==> src/rtl/crs_pkg.sv <==
package crs_pkg;

    typedef enum logic [1:0] {
        OP_IDLE = 2'd0,
        OP_SEQ  = 2'd1,
        OP_CALL = 2'd2,
        OP_RET  = 2'd3
    } crs_op_e;

    typedef struct packed {
        crs_op_e op;
        logic    ovf;
        logic    unf;
    } crs_dec_t;

    // Return first, then call, then sequential update.
    function automatic crs_dec_t crs_resolve(
        input logic call_v,
        input logic ret_v,
        input logic seq_v,
        input logic full,
        input logic empty
    );
        crs_dec_t d;
        d.op  = OP_IDLE;
        d.ovf = 1'b0;
        d.unf = 1'b0;
        if (ret_v) begin
            if (empty) d.unf = 1'b1;
            else       d.op  = OP_RET;
        end else if (call_v) begin
            if (full) d.ovf = 1'b1;
            else      d.op  = OP_CALL;
        end else if (seq_v) begin
            d.op = OP_SEQ;
        end
        return d;
    endfunction

endpackage

==> src/rtl/crs_lifo.sv <==
module crs_lifo #(
    parameter int W     = 32,
    parameter int DEPTH = 16
) (
    input  logic                       clk,
    input  logic                       rst,
    input  logic                       push,
    input  logic                       pop,
    input  logic [W-1:0]               wdata,
    output logic [W-1:0]               top,
    output logic [$clog2(DEPTH+1)-1:0] cnt,
    output logic                       full,
    output logic                       empty
);
    localparam int IDX_W = $clog2(DEPTH);
    localparam int CNT_W = $clog2(DEPTH+1);

    logic [W-1:0]     mem [DEPTH];
    logic [CNT_W-1:0] ptr;
    logic [CNT_W-1:0] ptr_dec;

    assign ptr_dec = ptr - CNT_W'(1);
    assign full    = (ptr == CNT_W'(DEPTH));
    assign empty   = (ptr == '0);
    assign cnt     = ptr;
    assign top     = empty ? '0 : mem[ptr_dec[IDX_W-1:0]];

    always_ff @(posedge clk) begin
        if (rst) begin
            ptr <= '0;
        end else if (push && !full) begin
            ptr <= ptr + CNT_W'(1);
        end else if (pop && !empty) begin
            ptr <= ptr_dec;
        end
    end

    always_ff @(posedge clk) begin
        if (!rst && push && !full) begin
            mem[ptr[IDX_W-1:0]] <= wdata;
        end
    end
endmodule

==> src/rtl/crs_arbiter.sv <==
module crs_arbiter
    import crs_pkg::*;
(
    input  logic    clk,
    input  logic    rst,
    input  logic    call_valid,
    input  logic    ret_valid,
    input  logic    seq_valid,
    input  logic    full,
    input  logic    empty,
    output crs_op_e op,
    output logic    overflow,
    output logic    underflow
);
    crs_dec_t dec;

    assign dec = crs_resolve(call_valid, ret_valid, seq_valid, full, empty);
    assign op  = dec.op;

    always_ff @(posedge clk) begin
        if (rst) begin
            overflow  <= 1'b0;
            underflow <= 1'b0;
        end else begin
            overflow  <= dec.ovf;
            underflow <= dec.unf;
        end
    end
endmodule

==> src/rtl/crs_regfile.sv <==
module crs_regfile
    import crs_pkg::*;
#(
    parameter int ADDR_W = 32
) (
    input  logic              clk,
    input  logic              rst,
    input  crs_op_e           op,
    input  logic [ADDR_W-1:0] call_target,
    input  logic [ADDR_W-1:0] call_inst,
    input  logic [ADDR_W-1:0] seq_target,
    input  logic [ADDR_W-1:0] saved_code,
    input  logic [ADDR_W-1:0] saved_base,
    output logic [ADDR_W-1:0] code_reg,
    output logic [ADDR_W-1:0] base_reg
);
    always_ff @(posedge clk) begin
        if (rst) begin
            code_reg <= '0;
            base_reg <= '0;
        end else begin
            unique case (op)
                OP_CALL: begin
                    code_reg <= call_target;
                    base_reg <= call_inst;
                end
                OP_RET: begin
                    code_reg <= saved_code;
                    base_reg <= saved_base;
                end
                OP_SEQ:  code_reg <= seq_target;
                default: ;
            endcase
        end
    end
endmodule

==> src/rtl/crs_addr_gen.sv <==
module crs_addr_gen #(
    parameter int ADDR_W = 32
) (
    input  logic [ADDR_W-1:0] rel_addr,
    input  logic [ADDR_W-1:0] base,
    input  logic              global_sel,
    output logic [ADDR_W-1:0] abs_addr
);
    logic [ADDR_W-1:0] offs;

    assign offs     = global_sel ? '0 : base;
    assign abs_addr = rel_addr + offs;
endmodule

==> src/rtl/crs_call_unit.sv <==
module crs_call_unit
    import crs_pkg::*;
#(
    parameter int ADDR_W = 32,
    parameter int DEPTH  = 16
) (
    input  logic                       clk,
    input  logic                       rst,
    input  logic                       call_valid,
    input  logic [ADDR_W-1:0]          call_target,
    input  logic [ADDR_W-1:0]          call_inst,
    input  logic                       ret_valid,
    input  logic                       seq_valid,
    input  logic [ADDR_W-1:0]          seq_target,
    input  logic [ADDR_W-1:0]          rel_addr,
    input  logic                       global_sel,
    output logic [ADDR_W-1:0]          code_reg,
    output logic [ADDR_W-1:0]          base_reg,
    output logic [$clog2(DEPTH+1)-1:0] depth,
    output logic [ADDR_W-1:0]          abs_addr,
    output logic                       overflow,
    output logic                       underflow
);
    localparam int CNT_W = $clog2(DEPTH+1);

    crs_op_e           op;
    logic              push, pop;
    logic              code_full, code_empty, base_full, base_empty;
    logic [ADDR_W-1:0] code_top, base_top;
    logic [CNT_W-1:0]  code_cnt, base_cnt;

    assign push  = (op == OP_CALL);
    assign pop   = (op == OP_RET);
    assign depth = code_cnt;

    crs_arbiter arb_i (
        .clk        (clk),
        .rst        (rst),
        .call_valid (call_valid),
        .ret_valid  (ret_valid),
        .seq_valid  (seq_valid),
        .full       (code_full | base_full),
        .empty      (code_empty | base_empty),
        .op         (op),
        .overflow   (overflow),
        .underflow  (underflow)
    );

    crs_lifo #(.W(ADDR_W), .DEPTH(DEPTH)) code_stk_i (
        .clk   (clk),
        .rst   (rst),
        .push  (push),
        .pop   (pop),
        .wdata (code_reg),
        .top   (code_top),
        .cnt   (code_cnt),
        .full  (code_full),
        .empty (code_empty)
    );

    crs_lifo #(.W(ADDR_W), .DEPTH(DEPTH)) base_stk_i (
        .clk   (clk),
        .rst   (rst),
        .push  (push),
        .pop   (pop),
        .wdata (base_reg),
        .top   (base_top),
        .cnt   (base_cnt),
        .full  (base_full),
        .empty (base_empty)
    );

    crs_regfile #(.ADDR_W(ADDR_W)) regs_i (
        .clk         (clk),
        .rst         (rst),
        .op          (op),
        .call_target (call_target),
        .call_inst   (call_inst),
        .seq_target  (seq_target),
        .saved_code  (code_top),
        .saved_base  (base_top),
        .code_reg    (code_reg),
        .base_reg    (base_reg)
    );

    crs_addr_gen #(.ADDR_W(ADDR_W)) agen_i (
        .rel_addr   (rel_addr),
        .base       (base_reg),
        .global_sel (global_sel),
        .abs_addr   (abs_addr)
    );
endmodule

==> config.mk <==
export PLATFORM = sky130hd
export DESIGN_NAME = crs_call_unit
export DESIGN_NICKNAME = d
export VERILOG_FILES = /design/src/rtl/crs_pkg.sv /design/src/rtl/crs_lifo.sv /design/src/rtl/crs_arbiter.sv /design/src/rtl/crs_regfile.sv /design/src/rtl/crs_addr_gen.sv /design/src/rtl/crs_call_unit.sv
export SDC_FILE = /design/constraint.sdc
export NUM_CORES = 1
export LEC_CHECK = 0
export BUFFER_PORTS_ARGS = -buffer_cell sky130_fd_sc_hd__buf_2
export CORE_AREA = 2 2 370 225
export DETAILED_ROUTE_END_ITERATION = 10
export DIE_AREA = 0 0 372 227
export PLACE_DENSITY = 0.84
export RECOVER_POWER = 50
export SYNTH_ARGS = -nofsm -noshare
export SYNTH_HDL_FRONTEND = slang
export SYNTH_SLANG_ARGS = --single-unit
==> constraint.sdc <==
create_clock -name clk -period 7 [get_ports clk]
set_input_delay 1.4 -clock clk [delete_from_list [all_inputs] [get_ports clk]]
set_output_delay 1.4 -clock clk [all_outputs]
set_load 0.01 [all_outputs]
==> impl_metrics.yaml <==
sta:
  max-slew-margin-rel_pct: -43.6
  worstMarginPinSlew_ps: 2150
  slew_viol_final: 61
  fmax_ghz: 0.165
  clock_skew_ps: 16.7
  rsz0062_at_grt: "no"
  fin_crit_ps: 6080
  setup_viol: 0
  period_share_pct: 86.8
  finalSetupTns_ps: 0
  hold_viol: 0
route:
  wire_per_inst_microns: 28.5
  drt-pass1-iter-count: 8
  drt-vias-per-instance: 6.50
  ant_nets: 0
  num_vias: 23902
  drtIter0Drc: 3061
  routed_wl_microns: 105000
  drc: 0
cells_and_area:
  drive_gt1_share_pct: 27.1
  final_util_pct: 61.3
  fin_nets: 2686
  fin_cells: 3678
  fillCellCount: 5370
  syn_to_final_growth_pct: 12.1
  final_area_sq_mm: 0.0497
setup_path:
  worstSetupEndpointType: "output pin"
  reg2reg_depth: 8
  arrival_ps: 4680
  required_ps: 5600
  worst_path_most_repeated_cell: "o21ai_0"
  critPathKind: "in2out"
  crit_fanout: 14
  critPathMaxStageDelay_ps: 560
  cp_slowest_cell: "clkbuf_1"
  cp-start-kind: "input pin"
  crit_chain: "clkbuf_1 > nor2b_1 > ha_1 > fa_1 > a211oi_1 > o21bai_1 > o21ai_0 > o21ai_0 > a31o_2 > a41oi_1 > xnor2_1 > buf_2"
synth:
  synth_most_common_cell: "edfxtp_1"
  synthTopCellsByArea: "edfxtp_1 (69%), mux4_2 (15%), dfxtp_1 (3.4%), nand2_1 (1.2%), ha_1 (1.2%)"
  async_reset_ff_share_pct: 0
  synth_edf_count: 1024
  yosysUniqueCellTypes: 66
  yosysTopAreaCellShare_pct: 69.4
  postSynthCellCount: 2277
  ys_seq_area_share_pct: 72.8
  synth_top_area_cell: "edfxtp_1"
  yosys_warnings: 0
  ys_seq_elements: 1100
  netlist_area_sq_mm: 0.0443
  synth.avg_cell_area_sq_um: 19.5
  ys_top_cells_by_count: "edfxtp_1 (1,024), mux4_2 (289), nand2_1 (147)"
  synth_fp_nets: 2453
  synth_ff_type: "edfxtp_1"
global_route:
  grt_usage_pct: 24.9
  grt_pass1_wl_microns: 154000
  grt-ovfl-total: 0
  grt_max_degree: 73
  grt_pass1_vias: 23941
  antenna_found_initial: 11
place:
  post-dp-hpwl_microns: 57300
  placed_area_sq_mm: 0.0467
  place_inst: 3492
  gp_congestion: 0.955
  port_buffers: 236
hold_path:
  hold_path.class: "reg2reg"
  min_path_cells: 2
clock_tree:
  cts_max_level: 3
  clockRootBuffer: "clkbuf_16"
  clk_pin_slew_worst_paths_ps: 60
  cts_num_sinks: 1100
  post_cts_buffers: 0
  cts_max_path_buffers: 3
  cts_tree: "done"
  clock_latency_ps: 680
  tritoncts.num_buffers: 95
  ctsResizeCount: 0
  postCtsHoldBufs: 0
power_and_ir_drop:
  vdd_drop_max_mv: 0.320
  powerDensity_mw_per_mm2: 451
  power_frac_seq_pct: 42.2
  pwr-share-clk_pct: 23.4
  leakagePower_nw: 16.0
  power_frac_comb_pct: 34.4
  net-switching-power_mw: 7.55
  internal_power_mw: 14.8
  switching_share_pct: 33.8
die:
  die_y_microns: 227
  die_w_microns: 372
  dieArea_sq_mm: 0.0844
  start_util_pct: 54.7
  num_rows: 81
  ios: 237
  core-area_sq_mm: 0.0810
run_status:
  violations: "max-capacitance violations, max-slew violations"
  status: "finished, violations left"
job:
  cap_violations: 2
[worst paths after layout]
kind | startpoint | endpoint | slack (ps)
worst max-delay path | global_sel | abs_addr[24] | 920
worst min-delay path | base_stk_i.cnt[4] | base_stk_i.cnt[4] | 570
worst max register to register | code_stk_i.cnt[0] | code_stk_i.mem[15][17] | 1170
worst min register to register | base_stk_i.cnt[4] | base_stk_i.cnt[4] | 570
[per-layer routing]
metal	global-route usage [%]	wire, microns	vias to the layer above
met5	0	7	-
met1	37.0	42100	12399
met2	38.3	49600	1453
met4	6.22	2350	2
li1	-	-	9841
met3	5.43	10800	207
[metrics by stage]
step	power [mW]	hold slack (ps)	setup WS (ps)
floorplan	14.9	524	1880
global placement	16.9	555	1490
detailed placement	17.2	562	1350
CTS	22.5	579	1340
global route	23.3	598	653
finish	22.4	572	922
[cell type report]
class / count / area, sq um / area share [%]
well taps: 1079 / 1350 / 2.72
diodes: 8 / 20.0 / 0.0403
clock inverters: 52 / 438 / 0.882
repair buffers: 272 / 1370 / 2.76
clock buffers: 126 / 2650 / 5.33
multi-input cells: 1031 / 11500 / 23.2
inverters: 10 / 37.5 / 0.0756
flip-flops and latches: 1100 / 32300 / 65.0
[cell usage in the layout, fill, tap and decap left out, types with 25 or more instances in the layout]
cell       netlist  final
a21oi_1         85     85
a311oi_1        36     36
buf_2           36    163
buf_4            7     35
clkbuf_1        70     92
clkbuf_16        0     98
dfxtp_1         76     75
edfxtp_1      1024   1024
ha_1            41     39
mux2i_1         31     31
mux4_2         289    289
nand2_1        147    147
nor2_1          89     77
nor2b_1         49     49
o21ai_0         25     25
[power by group through the flow]
stage / Combinational, mW / Clock, mW / Sequential [mW]
floorplan: 5.81 / 0 / 9.09
global placement: 7.44 / 0 / 9.45
detailed placement: 7.64 / 0 / 9.58
CTS: 7.73 / 5.28 / 9.44
global route: 8.18 / 5.51 / 9.58
finish: 7.70 / 5.24 / 9.44
[kinds of logic after synthesis]
group | share of synthesized area (%)
compound gates | 4.08
buf+inv | 1.62
mux | 15.8
xor+xnor | 0.768
simple gates | 3.72
fa+ha+maj | 1.20
flops | 72.8
[worst max-delay path: cells and delay by family]
family,cells,cell delay (ps)
XOR/XNOR,1,140
buffers and inverters,2,710
AO/OA/AOI/OAI,6,1580
AND/OR/NAND/NOR,1,110
adder cells (fa/ha/maj),2,720
(Power assumes the default switching activity.)
